File: src/rtl/i2c_bm_pkg.sv
package i2c_bm_pkg;
  localparam int CTL_W     = 4;
  localparam int CTL_XFER  = 0;
  localparam int CTL_START = 1;
  localparam int CTL_STOP  = 2;
  localparam int CTL_NAK   = 3;

  typedef enum logic [1:0] {BC_START, BC_BIT, BC_STOP} bus_cmd_e;

  typedef enum logic [2:0] {
    SQ_IDLE, SQ_FREE, SQ_START, SQ_BITS, SQ_ACK, SQ_STOP
  } seq_st_e;
endpackage

File: src/rtl/i2c_qtick.sv
module i2c_qtick #(
  parameter int DIV_W = 16
) (
  input  logic             clk,
  input  logic             rst,
  input  logic             restart,
  input  logic [DIV_W-1:0] div,
  output logic             tick
);
  logic [DIV_W-1:0] cnt;

  assign tick = !restart && (cnt == div);

  always_ff @(posedge clk) begin
    if (rst || restart || cnt == div) cnt <= '0;
    else                              cnt <= cnt + 1'b1;
  end
endmodule

File: src/rtl/i2c_bit_engine.sv
module i2c_bit_engine
  import i2c_bm_pkg::*;
#(
  parameter int DIV_W = 16
) (
  input  logic             clk,
  input  logic             rst,
  input  logic [DIV_W-1:0] q_div,
  input  logic             cmd_valid,
  input  bus_cmd_e         cmd,
  input  logic             tx_bit,
  input  logic             chk_arb,
  input  logic             scl_i,
  input  logic             sda_i,
  output logic             active,
  output logic             done,
  output logic             lost,
  output logic             rx_bit,
  output logic             scl_lo,
  output logic             sda_lo
);
  logic     accept, tick;
  logic [1:0] ph;
  bus_cmd_e cmd_q;
  logic     bit_q, chk_q;

  assign accept = cmd_valid && !active;

  i2c_qtick #(.DIV_W(DIV_W)) u_tick (
    .clk(clk), .rst(rst), .restart(accept), .div(q_div), .tick(tick)
  );

  always_ff @(posedge clk) begin
    if (rst) begin
      active <= 1'b0; ph <= 2'd0; cmd_q <= BC_BIT; bit_q <= 1'b1; chk_q <= 1'b0;
      done <= 1'b0; lost <= 1'b0; rx_bit <= 1'b1; scl_lo <= 1'b0; sda_lo <= 1'b0;
    end else begin
      done <= 1'b0;
      lost <= 1'b0;
      if (accept) begin
        active <= 1'b1; ph <= 2'd0; cmd_q <= cmd; bit_q <= tx_bit; chk_q <= chk_arb;
        case (cmd)
          BC_START: sda_lo <= 1'b0;
          BC_BIT:   begin scl_lo <= 1'b1; sda_lo <= ~tx_bit; end
          default:  begin scl_lo <= 1'b1; sda_lo <= 1'b1; end
        endcase
      end else if (active && tick) begin
        if (ph == 2'd3) begin
          active <= 1'b0; done <= 1'b1;
        end else if (ph == 2'd1 && cmd_q == BC_START && !(sda_i && scl_i)) begin
          active <= 1'b0; done <= 1'b1; lost <= 1'b1; scl_lo <= 1'b0; sda_lo <= 1'b0;
        end else if (ph == 2'd2 && cmd_q == BC_BIT && chk_q && bit_q && !sda_i) begin
          rx_bit <= sda_i;
          active <= 1'b0; done <= 1'b1; lost <= 1'b1; scl_lo <= 1'b0; sda_lo <= 1'b0;
        end else begin
          ph <= ph + 2'd1;
          case (ph)
            2'd0: scl_lo <= 1'b0;
            2'd1: begin
              if (cmd_q == BC_START)     sda_lo <= 1'b1;
              else if (cmd_q == BC_STOP) sda_lo <= 1'b0;
            end
            default: begin
              rx_bit <= sda_i;
              if (cmd_q != BC_STOP) scl_lo <= 1'b1;
            end
          endcase
        end
      end
    end
  end
endmodule

File: src/rtl/i2c_byte_seq.sv
module i2c_byte_seq
  import i2c_bm_pkg::*;
#(
  parameter int BYTE_W = 8
) (
  input  logic              clk,
  input  logic              rst,
  input  logic              go,
  input  logic              want_start,
  input  logic              want_stop,
  input  logic              want_nak,
  input  logic [BYTE_W-1:0] buf_q,
  input  logic              eng_active,
  input  logic              eng_done,
  input  logic              eng_lost,
  input  logic              eng_rx_bit,
  input  logic              scl_i,
  input  logic              sda_i,
  output logic              cmd_valid,
  output bus_cmd_e          cmd,
  output logic              cmd_bit,
  output logic              cmd_chk,
  output logic              xfer_done,
  output logic              rx_load,
  output logic [BYTE_W-1:0] rx_byte,
  output logic              ack_ok,
  output logic              arb_lost,
  output logic              rx_mode,
  output logic              owned
);
  localparam int CNT_W = $clog2(BYTE_W);

  seq_st_e     st;
  logic [CNT_W-1:0] bitn;
  logic        addr_q, stop_q, nak_q, tx_q;
  logic        start_req;

  assign start_req = want_start && !want_stop;

  always_comb begin
    cmd_valid = (st == SQ_START || st == SQ_BITS || st == SQ_ACK || st == SQ_STOP)
                && !eng_active && !eng_done;
    cmd     = BC_BIT;
    cmd_bit = 1'b1;
    cmd_chk = 1'b0;
    case (st)
      SQ_START: cmd = BC_START;
      SQ_STOP:  cmd = BC_STOP;
      SQ_BITS:  begin cmd_bit = tx_q ? rx_byte[BYTE_W-1] : 1'b1; cmd_chk = tx_q; end
      SQ_ACK:   cmd_bit = tx_q ? 1'b1 : nak_q;
      default:  cmd = BC_BIT;
    endcase
  end

  always_ff @(posedge clk) begin
    if (rst) begin
      st <= SQ_IDLE; bitn <= '0; addr_q <= 1'b0; stop_q <= 1'b0; nak_q <= 1'b0;
      tx_q <= 1'b1; rx_byte <= '0; xfer_done <= 1'b0; rx_load <= 1'b0;
      ack_ok <= 1'b0; arb_lost <= 1'b0; rx_mode <= 1'b0; owned <= 1'b0;
    end else begin
      xfer_done <= 1'b0;
      rx_load   <= 1'b0;
      case (st)
        SQ_IDLE: if (go && !xfer_done) begin
          if (!start_req && !owned) begin
            xfer_done <= 1'b1;
          end else begin
            rx_byte  <= buf_q;
            bitn     <= '0;
            arb_lost <= 1'b0;
            addr_q   <= start_req;
            stop_q   <= want_stop;
            nak_q    <= want_nak;
            tx_q     <= start_req || !rx_mode;
            if (start_req) st <= owned ? SQ_START : SQ_FREE;
            else           st <= SQ_BITS;
          end
        end
        SQ_FREE: if (scl_i && sda_i) st <= SQ_START;
        SQ_START: if (eng_done) begin
          if (eng_lost) begin arb_lost <= 1'b1; owned <= 1'b0; st <= SQ_FREE; end
          else          begin owned <= 1'b1; st <= SQ_BITS; end
        end
        SQ_BITS: if (eng_done) begin
          if (eng_lost) begin
            arb_lost <= 1'b1; owned <= 1'b0; st <= SQ_IDLE; xfer_done <= 1'b1;
          end else begin
            rx_byte <= {rx_byte[BYTE_W-2:0], eng_rx_bit};
            bitn    <= bitn + 1'b1;
            if (bitn == CNT_W'(BYTE_W-1)) st <= SQ_ACK;
          end
        end
        SQ_ACK: if (eng_done) begin
          if (tx_q) ack_ok  <= !eng_rx_bit;
          else      rx_load <= 1'b1;
          if (addr_q) rx_mode <= buf_q[0];
          addr_q <= 1'b0;
          if (stop_q) st <= SQ_STOP;
          else begin st <= SQ_IDLE; xfer_done <= 1'b1; end
        end
        SQ_STOP: if (eng_done) begin
          owned <= 1'b0; st <= SQ_IDLE; xfer_done <= 1'b1;
        end
        default: st <= SQ_IDLE;
      endcase
    end
  end
endmodule

File: src/rtl/i2c_byte_master.sv
module i2c_byte_master
  import i2c_bm_pkg::*;
#(
  parameter int DIV_W  = 16,
  parameter int BYTE_W = 8
) (
  input  logic              clk,
  input  logic              rst,
  input  logic [DIV_W-1:0]  q_div,
  input  logic              ctl_we,
  input  logic [CTL_W-1:0]  ctl_wdata,
  output logic [CTL_W-1:0]  ctl_rdata,
  input  logic              buf_we,
  input  logic [BYTE_W-1:0] buf_wdata,
  output logic [BYTE_W-1:0] buf_rdata,
  output logic              ack_ok,
  output logic              arb_lost,
  output logic              rx_mode,
  output logic              bus_owned,
  input  logic              scl_i,
  input  logic              sda_i,
  output logic              scl_lo,
  output logic              sda_lo
);
  logic xfer_q, start_q, stop_q, nak_q;
  logic [BYTE_W-1:0] buf_q;

  logic        cmd_valid, cmd_bit, cmd_chk, seq_done, rx_load;
  bus_cmd_e    cmd;
  logic [BYTE_W-1:0] rx_byte;
  logic        eng_active, eng_done, eng_lost, eng_rx_bit;

  assign ctl_rdata = {nak_q, stop_q, start_q, xfer_q};
  assign buf_rdata = buf_q;

  always_ff @(posedge clk) begin
    if (rst) begin
      xfer_q <= 1'b0; start_q <= 1'b0; stop_q <= 1'b0; nak_q <= 1'b0; buf_q <= '0;
    end else begin
      if (ctl_we) begin
        start_q <= ctl_wdata[CTL_START];
        stop_q  <= ctl_wdata[CTL_STOP];
        nak_q   <= ctl_wdata[CTL_NAK];
      end
      if (seq_done)                         xfer_q <= 1'b0;
      else if (ctl_we && ctl_wdata[CTL_XFER]) xfer_q <= 1'b1;
      if (rx_load)                 buf_q <= rx_byte;
      else if (buf_we && !xfer_q)  buf_q <= buf_wdata;
    end
  end

  i2c_byte_seq #(.BYTE_W(BYTE_W)) u_seq (
    .clk(clk), .rst(rst), .go(xfer_q), .want_start(start_q), .want_stop(stop_q),
    .want_nak(nak_q), .buf_q(buf_q), .eng_active(eng_active), .eng_done(eng_done),
    .eng_lost(eng_lost), .eng_rx_bit(eng_rx_bit), .scl_i(scl_i), .sda_i(sda_i),
    .cmd_valid(cmd_valid), .cmd(cmd), .cmd_bit(cmd_bit), .cmd_chk(cmd_chk),
    .xfer_done(seq_done), .rx_load(rx_load), .rx_byte(rx_byte), .ack_ok(ack_ok),
    .arb_lost(arb_lost), .rx_mode(rx_mode), .owned(bus_owned)
  );

  i2c_bit_engine #(.DIV_W(DIV_W)) u_eng (
    .clk(clk), .rst(rst), .q_div(q_div), .cmd_valid(cmd_valid), .cmd(cmd),
    .tx_bit(cmd_bit), .chk_arb(cmd_chk), .scl_i(scl_i), .sda_i(sda_i),
    .active(eng_active), .done(eng_done), .lost(eng_lost), .rx_bit(eng_rx_bit),
    .scl_lo(scl_lo), .sda_lo(sda_lo)
  );
endmodule

File: config.mk
export PLATFORM = sky130hd
export DESIGN_NAME = i2c_byte_master
export DESIGN_NICKNAME = d
export VERILOG_FILES = /design/src/rtl/i2c_bm_pkg.sv /design/src/rtl/i2c_qtick.sv /design/src/rtl/i2c_bit_engine.sv /design/src/rtl/i2c_byte_seq.sv /design/src/rtl/i2c_byte_master.sv
export SDC_FILE = /design/constraint.sdc
export NUM_CORES = 1
export LEC_CHECK = 0
export BUFFER_PORTS_ARGS = -buffer_cell sky130_fd_sc_hd__buf_2
export CAP_MARGIN = 10
export CORE_AREA = 2 2 88 69
export CTS_BUF_LIST = sky130_fd_sc_hd__clkbuf_16
export CTS_CLUSTER_SIZE = 40
export DETAILED_ROUTE_END_ITERATION = 10
export DIE_AREA = 0 0 90 71
export GPL_TIMING_DRIVEN = 0
export MAX_ROUTING_LAYER = met4
export PLACE_DENSITY = 0.94
export REMOVE_ABC_BUFFERS = 1
export SETUP_SLACK_MARGIN = 0.15
export SYNTH_ARGS = -nofsm -noshare
export SYNTH_HDL_FRONTEND = slang
export SYNTH_SLANG_ARGS = --single-unit
File: constraint.sdc
create_clock -name clk -period 5.4 [get_ports clk]
set_clock_uncertainty 0.1 [all_clocks]
set_input_delay 0 -clock clk [delete_from_list [all_inputs] [get_ports clk]]
set_output_delay 0 -clock clk [all_outputs]
set_load 0.05 [all_outputs]
# Word-level counts from Yosys, hierarchy flattened
# Index checks and enable logic that the tools add are counted.
dict set report classes {
  eq_ne 30
  mul 0
  n_div 0
  order_cmp 0
  n_reduce_logical 69
  mux 81
  add_sub_neg 3
  n_shift 0
  n_bitwise 9
}
# op n
set ops {}
lappend ops {{two-way mux 8 bit} 6}
lappend ops {{two-way mux 1 bit} 47}
lappend ops {{two-way mux 3 bit} 15}
lappend ops {{AND reduction 5 bit} 5}
lappend ops {{inequality test 2 x 1 -> 1 bit, second input constant} 10}
lappend ops {{one-hot mux 3 bit (6 select lines)} 1}
lappend ops {{logical AND 1 bit} 17}
lappend ops {{adder 16 x 1 -> 16 bit, second input constant} 1}
lappend ops {{== test 16 bit} 1}
lappend ops {{one-hot mux 8 bit (2 select lines)} 1}
lappend ops {{logical NOT 1 bit} 12}
lappend ops {{AND reduction 4 bit} 3}
lappend ops {{inequality test 2 bit, second input constant} 5}
lappend ops {{one-hot mux 1 bit (2 select lines)} 5}
lappend ops {{nonzero test 2 bit} 5}
lappend ops {{nonzero test 5 bit} 2}
lappend ops {{== test 3 bit, second input constant} 3}
lappend ops {{inverter 1 bit} 9}
lappend ops {{AND reduction 3 bit} 3}
lappend ops {{AND reduction 8 bit} 1}
lappend ops {{nonzero test 4 bit} 2}
lappend ops {{OR reduction 2 bit} 4}
lappend ops {{== test 2 x 1 -> 1 bit, second input constant} 3}
lappend ops {{== test 2 bit, second input constant} 3}
lappend ops {{18 further kinds} 28}
dict set report totals {
  memories 0
  latch_bits 0
  romBits 0
  out_inout_bits 18
  mem_bits_rw 0
  ff_bits 64
  wordCells 221
  input_bits 34
}

# Longest topological paths before layout
# Gate-level depths: netlist of the first run.
dict set report logic_depth {
  word_depth 12
  ltp_mapped 8
}

# Modules after synthesis
# A second synthesis of the first run with hierarchy kept.
dict set report unflattened {
  hier_cells 399
  area_unflattened_um2 3477.1
}
# mod seq_area_each_um2 area_per_inst_um2 instances cells_each
set modules_own_cells {}
lappend modules_own_cells {i2c_byte_seq 480.5 1325.0 1 163}
lappend modules_own_cells {i2c_qtick 320.3 912.1 1 100}
lappend modules_own_cells {i2c_bit_engine 240.2 641.9 1 73}
lappend modules_own_cells {i2c_byte_master 240.2 598.1 1 63}

# Worst setup path after synthesis of the first run
# OpenSTA, ideal clock, no wires.
dict set report synth_path {
  path_type {register -> register}
  start {reg u_seq.owned}
  end {reg u_seq.st[0]}
  stages_incl_launch_ff 6
  t_arrival_ns 1.722
  t_required_ns 5.172
  setup_ns 0.128
  setup_slack_ns 3.450
  path_cell_list {dfxtp_1 -> nor2_1 -> o21a_1 -> o31ai_1 -> mux2i_1 -> nor2_1}
}
dict set report synth_via {
  elab_chain_cells 5
}
# element line_no
set synth_rtl {}
lappend synth_rtl {{start: declaration} i2c_byte_seq.sv:29} ;# output logic owned
lappend synth_rtl {{start signal: assignment} i2c_byte_seq.sv:59} ;# ack_ok <= 1'b0; arb_lost <= 1'b0; rx_mode <= 1'b0; owned <= 1'b0;
lappend synth_rtl {{start signal: assignment} i2c_byte_seq.sv:81} ;# if (eng_lost) begin arb_lost <= 1'b1; owned <= 1'b0; st <= SQ_FREE; end
lappend synth_rtl {{start signal: assignment} i2c_byte_seq.sv:82} ;# else begin owned <= 1'b1; st <= SQ_BITS; end
lappend synth_rtl {{two-way mux 2 bit} i2c_byte_seq.sv:75} ;# if (start_req) st <= owned ? SQ_START : SQ_FREE;
lappend synth_rtl {{two-way mux 3 bit} i2c_byte_seq.sv:75}
lappend synth_rtl {{two-way mux 3 bit} i2c_byte_seq.sv:65} ;# if (!start_req && !owned) begin
lappend synth_rtl {{two-way mux 3 bit} i2c_byte_seq.sv:64} ;# SQ_IDLE: if (go && !xfer_done) begin
lappend synth_rtl {{one-hot mux 3 bit (6 select lines)} i2c_byte_seq.sv:63} ;# case (st)
lappend synth_rtl {{end signal: assignment} i2c_byte_seq.sv:75}
lappend synth_rtl {{end: declaration} i2c_byte_seq.sv:33} ;# seq_st_e st;
# Parallel ways exist; a longest one is shown, timed or not. The select of a mux whose other input is x is not followed.
# A chain may end at the register's enable or synchronous reset.

# Final worst setup path of the first run
dict set report layout_path {
  start {reg u_seq.st[1]}
  end {reg u_seq.rx_byte[6]}
}
dict set report layout_via {
  elab_chain_cells 3
}
# element line_no
set layout_rtl {}
lappend layout_rtl {{== test 3 x 2 -> 1 bit / logical NOT 3 bit (equally long branches)} i2c_byte_seq.sv:63}
lappend layout_rtl {{inequality test 2 x 1 -> 1 bit (no source line) (tied with other cells)} --}
lappend layout_rtl {{AND reduction 5 bit (no source line)} --}
lappend layout_rtl {{end signal: assignment} i2c_byte_seq.sv:68} ;# rx_byte <= buf_q;
lappend layout_rtl {{end signal: assignment} i2c_byte_seq.sv:88} ;# rx_byte <= {rx_byte[BYTE_W-2:0], eng_rx_bit};
lappend layout_rtl {{end: declaration} i2c_byte_seq.sv:25} ;# output logic [BYTE_W-1:0] rx_byte,
# Parallel ways exist; a longest one is shown, timed or not.

==> impl_metrics.yaml, run 1 <==
outcome:
  status: "finished clean"
yosys:
  netlist_area_sq_um: 3240
  seq_area_frac_synth: 0.395
  avgSynthCellArea_sq_um: 8.15
  ys_top_cells_by_area: "dfxtp_1, nor2_1, mux2i_1, xor2_1, nand2_1"
  yosys_warnings: 0
  synthArstFlopShare: 0
  syn_inst: 398
  yosys.area.top_type: "dfxtp_1"
  ys_types: 46
  synth_top_flop_cell: "dfxtp_1"
  synth-edff-count: 0
  synth_seq_cells: 64
  yosysTopAreaCellShare: 0.395
flow_run:
  drv_cap: 0
timing:
  finalSetupViolCount: 0
  fmax_ghz: 0.345
  drv_slew: 0
  fin_setup_tns_ps: 0
  rsz0062_at_grt: "false"
  fin_crit_sh: 0.537
  hold_slack_ps: 137
  post-route-min-period_ps: 2900
  hold_violations: 0
  maxSlewHeadroom: 0.443
  tightest_slew_ps: 835
setup_path:
  cp_top_family: "simple AND/OR/NAND/NOR gates"
  crit_required_ps: 5530
  worstReg2RegEnd: "u_seq.rx_byte[6]"
  cpPeakStageDelay_ps: 770
  rr_worst_depth: 7
  r2r_setup_slack_ps: 2500
  critPathArrivalTime_ps: 3030
  critPathKind: "reg2reg"
  end_kind: "register"
  slowest_stage: "dfxtp_1"
  critPathMostFrequentCell: "nor2_1"
  path_cells: "nand3b_1, nor2_1, o22ai_1, nor2_1, buf_6, nor2_1, a311oi_1"
  timing.rr.start: "u_seq.st[1]"
  cp_max_fo: 21
  cp_num_buf_inv: 1
  setup.worst_path.start_class: "register"
clock_tree:
  clock-sinks: 64
  cts_buffers: 9
  worstSkewPairLatency_ps: 330
  cts_max_path_buffers: 2
  cts-resized-gates: 0
  root_buffer: "clkbuf_16"
  htree_num_levels: 3
  clkTransAtPathRegs_ps: 60
  cts_tree: "done"
final_layout:
  diodes: 0
  final_layout_size_suffix_gt1_frac: 0.161
  final_common_cell: "nor2_1"
  utilization: 0.716
  mostFrequentLayoutCells: "nor2_1, dfxtp_1, buf_2"
  nFillCells: 407
  final_nets: 496
  areaGrowthSynthToFinish_pct: 23.4
  final_area_sq_um: 4000
floorplan:
  die_area_sq_um: 6390
  coreArea_sq_um: 5590
  rows: 24
  ios: 52
  die_h_microns: 71
  die_w_microns: 90
  initial_core_util: 0.580
min_path:
  hold_depth: 2
  hold_class: "in2reg"
  worstHoldEndpoint: "u_eng.cmd_q[1]"
  min_from: "rst"
routing:
  drt_iter0_markers: 316
  routed_via_density: 5.93
  wirelength_mm: 8.75
  num_vias: 3193
  wl_per_cell_microns: 16.3
  drc: 0
  ant_nets: 0
  drt-pass1-iter-count: 6
placed_design:
  place_area_sq_um: 3490
  port_buffers: 51
  gp_congestion: 0.896
  place_hpwl_mm: 5.17
global_routing:
  grt_pass1_vias: 2977
  gr-usage-all-layers: 0.286
  antenna_found_initial: 0
  grt_max_degree: 49
  overflow: 0
  grt_pass1_wl_mm: 14.2
power_and_ir_drop:
  powerDensity_nw_per_um2: 438
  leakagePower_uw: 0.00162
  irDropWorstVdd_v: 0.000247
  power.total_uw: 1750
## through the flow
step,instances,worst slack (ps)
floorplan,375,2970
global placement,504,2380
detailed placement,504,2290
CTS,537,2250
global route,538,2300
finish,538,2500
## registers in the layout (all words and copies together), names as in the netlist, 2 cells and up
register,count
buf_rdata,8
u_eng.cmd_q,2
u_eng.ph,2
u_eng.u_tick.cnt,16
u_seq.bitn,3
u_seq.rx_byte,8
u_seq.st,3
## area by class of cell
| class | count | area [sq um] | area share |
|---|---|---|---|
| Clock inverter | 7 | 96.3 | 0.0241 |
| Clock buffer | 9 | 225 | 0.0563 |
| Multi-Input combinational cell | 302 | 1830 | 0.457 |
| Tap cell | 78 | 97.6 | 0.0244 |
| Inverter | 9 | 33.8 | 0.00845 |
| Timing Repair Buffer | 69 | 437 | 0.109 |
| Sequential cell | 64 | 1280 | 0.320 |
## cell families after synthesis
logic type,synth area share
and+or+nand+nor,0.247
AOI/OAI and AO/OA,0.145
DFF,0.395
buffers and inverters,0.0425
xor gates and xnor gates,0.0783
muxes,0.0648
adders and majority gates,0.0270
## Yosys cell counts (2+ instances only)
cell / number
or3_1: 5
nor2b_1: 3
o22ai_1: 3
o211ai_1: 2
nor4_1: 4
and2_1: 3
inv_1: 9
ha_1: 7
nor3_1: 5
buf_2: 2
mux2i_1: 21
xor2_1: 24
o31ai_1: 3
xnor2_1: 5
nor2_1: 69
o21a_1: 2
and3_2: 2
a21oi_1: 20
dfxtp_1: 64
nand2_1: 50
nand3_1: 10
a211oi_1: 11
a2111oi_0: 2
and3_1: 2
buf_4: 4
a31oi_1: 2
nand4_1: 4
o21ai_0: 11
nand2b_1: 10
a311oi_1: 8
clkbuf_1: 16
## worst max path at each step
stage / startpoint / endpoint / slack, ps / depth (start not counted)
finish: u_seq.st[1] / u_seq.rx_byte[6] / 2500 / 7
global route: u_seq.st[1] / u_seq.rx_byte[5] / 2300 / 7
CTS: u_seq.st[1] / u_seq.rx_byte[2] / 2250 / 6
detailed placement: u_seq.st[1] / u_seq.bitn[0] / 2290 / 6
global placement: u_seq.st[1] / u_seq.bitn[0] / 2380 / 6
floorplan: u_seq.st[1] / u_seq.bitn[0] / 2970 / 6
## what timing repair did
item	in CTS	in global routing
setup buffers	0	0
endpoints found under the hold margin	13	0
hold buffers	17	0
## power breakdown
part	switching, uW	internal, uW
Combinational	325	193
Sequential	84.7	529
Clock	219	403
## routing by layer
| metal | part of all wire | vias up | GRT usage |
|---|---|---|---|
| met5 | 0 | - | - |
| met4 | 0.037 | 0 | 0.128 |
| met3 | 0.085 | 50 | 0.0724 |
| met2 | 0.48 | 182 | 0.462 |
| met1 | 0.39 | 1476 | 0.340 |
| li1 | - | 1485 | - |
Power figures use the tool's default switching activity.
==> run 2: changes to the inputs <==
CORE_AREA = 2 2 96 75   (was 2 2 88 69)
DIE_AREA = 0 0 98 77   (was 0 0 90 71)
PLACE_DENSITY = 0.85   (was 0.94)
clock period = 2.64 ns   (was 5.4 ns; I/O delays follow)
==> impl_metrics.yaml, run 2 (synthesis gave the netlist of run 1 again) <==
outcome:
  status: "finished clean"
global_routing:
  grt_pass1_wl_mm: 14.3
  grt_pass1_vias: 2951
  antenna_found_initial: 0
  grt_max_degree: 49
  gr-usage-all-layers: 0.242
  overflow: 0
floorplan:
  die_w_microns: 98
  initial_core_util: 0.491
  coreArea_sq_um: 6600
  rows: 26
  die_area_sq_um: 7550
  die_h_microns: 77
  ios: 52
timing:
  maxSlewHeadroom: 0.444
  post-route-min-period_ps: 2260
  drv_slew: 0
  hold_violations: 0
  setup_slack_ps: 382
  rsz0062_at_grt: "false"
  tightest_slew_ps: 834
  finalSetupViolCount: 0
  fin_crit_sh: 0.855
  fmax_ghz: 0.443
clock_tree:
  cts_tree: "done"
  cts_buffers: 9
  clkTransAtPathRegs_ps: 60
  cts_max_path_buffers: 2
  worstSkewPairLatency_ps: 340
  htree_num_levels: 3
  clock-sinks: 64
  root_buffer: "clkbuf_16"
placed_design:
  port_buffers: 51
  place_hpwl_mm: 5.36
  gp_congestion: 0.853
  detailedPlace.worstSlack_ps: -570
  place_area_sq_um: 3510
setup_path:
  critPathArrivalTime_ps: 2370
  cp_max_fo: 7
  critPathKind: "reg2reg"
  end_kind: "register"
  setup.worst_path.start_class: "register"
  crit_required_ps: 2750
routing:
  routed_via_density: 5.76
  dr.max_layer_used: "met4"
  dr_wl_met2_mm: 4.13
  wl_met1_mm: 3.72
  drc: 0
  drt-pass1-iter-count: 5
  num_vias: 3137
  ant_nets: 0
  wirelength_mm: 8.67
  drt_iter0_markers: 253
  wl_per_cell_microns: 15.9
  wl_met3_microns: 473
final_layout:
  final_layout_size_suffix_gt1_frac: 0.169
  largest-register: "u_eng.u_tick.cnt"
  final_common_cell: "nor2_1"
  areaGrowthSynthToFinish_pct: 24.9
  final_area_sq_um: 4050
  largest_reg_flops: 16
  nFillCells: 543
  mostFrequentLayoutCells: "nor2_1, dfxtp_1, buf_2"
  final_nets: 497
  diodes: 0
flow_run:
  drv_cap: 0
power_and_ir_drop:
  power.total_uw: 3670
  irDropWorstVdd_v: 0.000400
  leakagePower_uw: 0.00165
  powerDensity_nw_per_um2: 907
min_path:
  hold_class: "in2reg"
[run 2: changes by cell type in the layout (fill, tap and decap cells not counted), sizes merged]
cell and delta:
inv +1, buf +1, clkinvlp -2, bufinv +1
[run 2: worst max-delay path, stage by stage (launching register included)]
cell     delay (ps)
dfxtp_1         470
xor2_1          110
nor4_1          320
nand4_1         310
nor3b_4         380
a21oi_1         110
a311o_1         330
[run 2: worst paths after layout]
check | endpoint | cells past startpoint | slack, ps | startpoint
hold / removal | u_seq.st[1] | 2 | 140 | rst
setup / recovery | u_eng.rx_bit | 6 | 380 | u_eng.u_tick.cnt[4]
setup reg to reg | u_eng.rx_bit | 6 | 380 | u_eng.u_tick.cnt[4]
hold reg to reg | xfer_q | 1 | 320 | u_seq.xfer_done
[run 2: metrics by stage]
step | hold WS [ps] | TNS [ps] | util | cells
2_1_floorplan | -30.9 | 0 | - | 375
3_3_place_gp | 134 | -3860 | 0.530 | 510
3_5_place_dp | 144 | -5900 | 0.531 | 511
4_1_cts | 143 | 0 | 0.611 | 545
5_1_grt | 185 | 0 | 0.613 | 545
6_report | 144 | 0 | 0.613 | 545
[run 2: layout make-up]
cell class	count	area (sq um)	area share
clock inverters	7	119	0.0294
clock buffers	9	225	0.0556
well taps	84	105	0.0260
flip-flops and latches	64	1280	0.317
multi-input cells	302	1840	0.455
inverters	9	33.8	0.00835
repair buffers	70	440	0.109
[run 2: report_power, final]
group	leakage, uW	internal [uW]	switching [uW]
sequential	0.000522	1080	174
clock	0.000164	924	464
combinational	0.000960	386	641
total	0.00165	2390	1280
[run 2: layer usage]
metal	global-route usage	up-vias
met2	0.377	114
met4	0.125	0
met1	0.295	1509
li1	-	1485
met3	0.0538	29
met5	-	-
[run 2: repair_timing]
item	CTS	global route
pin swaps	1	0
endpoints found under the hold margin	13	0
endpoints found under the setup margin	11	28
hold buffers	17	0
setup buffers	1	0
resized for setup	2	4
==> run 3: changes to the inputs <==
PLACE_DENSITY = 0.74   (was 0.85)
==> impl_metrics.yaml, run 3 (synthesis gave the netlist of run 1 again) <==
clock_tree:
  cts_max_path_buffers: 2
  cts_tree: "done"
  root_buffer: "clkbuf_16"
  htree_num_levels: 3
  clock-sinks: 64
  clkTransAtPathRegs_ps: 50
  worstSkewPairLatency_ps: 320
  cts_buffers: 9
final_layout:
  final_nets: 496
  diodes: 0
  final_layout_size_suffix_gt1_frac: 0.161
  areaGrowthSynthToFinish_pct: 21.5
  mostFrequentLayoutCells: "nor2_1, dfxtp_1, buf_2"
  final_common_cell: "nor2_1"
  largest-register: "u_eng.u_tick.cnt"
  final_area_sq_um: 3940
  largest_reg_flops: 16
floorplan:
  coreArea_sq_um: 6600
  initial_core_util: 0.491
  die_h_microns: 77
  ios: 52
  rows: 26
  die_w_microns: 98
  die_area_sq_um: 7550
setup_path:
  cp_max_fo: 7
  critPathArrivalTime_ps: 2400
  setup.worst_path.start_class: "register"
  worstReg2RegEnd: "u_eng.rx_bit"
  timing.rr.start: "u_eng.u_tick.cnt[4]"
  r2r_setup_slack_ps: 340
  critPathKind: "reg2reg"
  rr_worst_depth: 6
  crit_required_ps: 2740
  end_kind: "register"
routing:
  ant_nets: 0
  routed_via_density: 5.41
  wl_per_cell_microns: 13.7
  wirelength_mm: 7.45
  drt-pass1-iter-count: 4
  num_vias: 2935
  drc: 0
  drt_iter0_markers: 179
min_path:
  min_from: "buf_wdata[0]"
  hold_class: "in2reg"
  worstHoldEndpoint: "buf_rdata[0]"
  hold_depth: 3
placed_design:
  place_hpwl_mm: 4.95
  detailedPlace.worstSlack_ps: -497
  place_area_sq_um: 3510
  port_buffers: 51
  gp_congestion: 0.851
global_routing:
  overflow: 0
  antenna_found_initial: 0
  grt_pass1_vias: 2713
  grt_pass1_wl_mm: 12.7
  gr-usage-all-layers: 0.212
  grt_max_degree: 49
timing:
  tightest_slew_ps: 867
  drv_slew: 0
  fmax_ghz: 0.435
  rsz0062_at_grt: "true"
  hold_violations: 0
  fin_crit_sh: 0.872
  post-route-min-period_ps: 2300
  finalSetupViolCount: 0
  maxSlewHeadroom: 0.422
  fin_setup_tns_ps: 0
  setup_slack_ps: 339
power_and_ir_drop:
  irDropWorstVdd_v: 0.000362
  leakagePower_uw: 0.00160
  powerDensity_nw_per_um2: 822
  power.total_uw: 3240
flow_run:
  drv_cap: 0
outcome:
  status: "finished clean"
==> run 3: final cells by class <==
class                           instances  area, sq um
Inverter                                9         33.8
Clock buffer                            9          225
Clock inverter                          6         28.8
Sequential cell                        64         1280
Multi-Input combinational cell        302         1830
Fill cell                             603         2660
Timing Repair Buffer                   69          430
Tap cell                               84          105
==> run 3: how the worst max path moves through the flow <==
stage / from / to / slack [ps] / cells past startpoint
finish: u_eng.u_tick.cnt[4] / u_eng.rx_bit / 340 / 6
global route: u_eng.u_tick.cnt[4] / u_eng.rx_bit / 150 / 6
CTS: u_seq.st[2] / u_seq.st[0] / 260 / 5
detailed placement: u_seq.st[1] / u_seq.rx_byte[0] / -500 / 6
global placement: u_seq.st[1] / u_seq.bitn[0] / -470 / 6
floorplan: u_seq.st[1] / u_seq.bitn[0] / 210 / 6
==> run 3: metal layers <==
layer | wire (microns) | global-route usage
met1 | 3450 | 0.266
met2 | 3610 | 0.336
met3 | 315 | 0.0574
met4 | 68 | 0.0625
met5 | 0 | -
==> run 3: critical path, stage by stage (launching register included) <==
cell and delay, ps:
dfxtp_1 460, xor2_1 100, nor4_1 350, nand4_1 340, nor3b_4 390, a21oi_1 110
a311o_1 330
==> run 3: what timing repair did <==
| item | in CTS | in global routing |
|---|---|---|
| hold buffers | 16 | 0 |
| pin swaps | 1 | 0 |
| endpoints found under the hold margin | 12 | 0 |
| setup endpoints to repair | 11 | 22 |
| resized for setup | 2 | 3 |
| buffers inserted | 1 | 0 |
==> run 3: stage by stage <==
stage,cells,hold WS (ps),util
2_1_floorplan,375,-30.9,-
3_3_place_gp,510,136,0.530
3_5_place_dp,511,146,0.531
4_1_cts,543,17.3,0.596
5_1_grt,543,32.0,0.597
6_report,543,11.9,0.597
==> run 3: power by group <==
part | internal, uW | leakage [uW] | switching, uW | total, uW
logic | 382 | 0.000953 | 600 | 982
clock network | 615 | 0.000127 | 399 | 1010
registers | 1080 | 0.000522 | 159 | 1240
total | 2080 | 0.00160 | 1160 | 3240
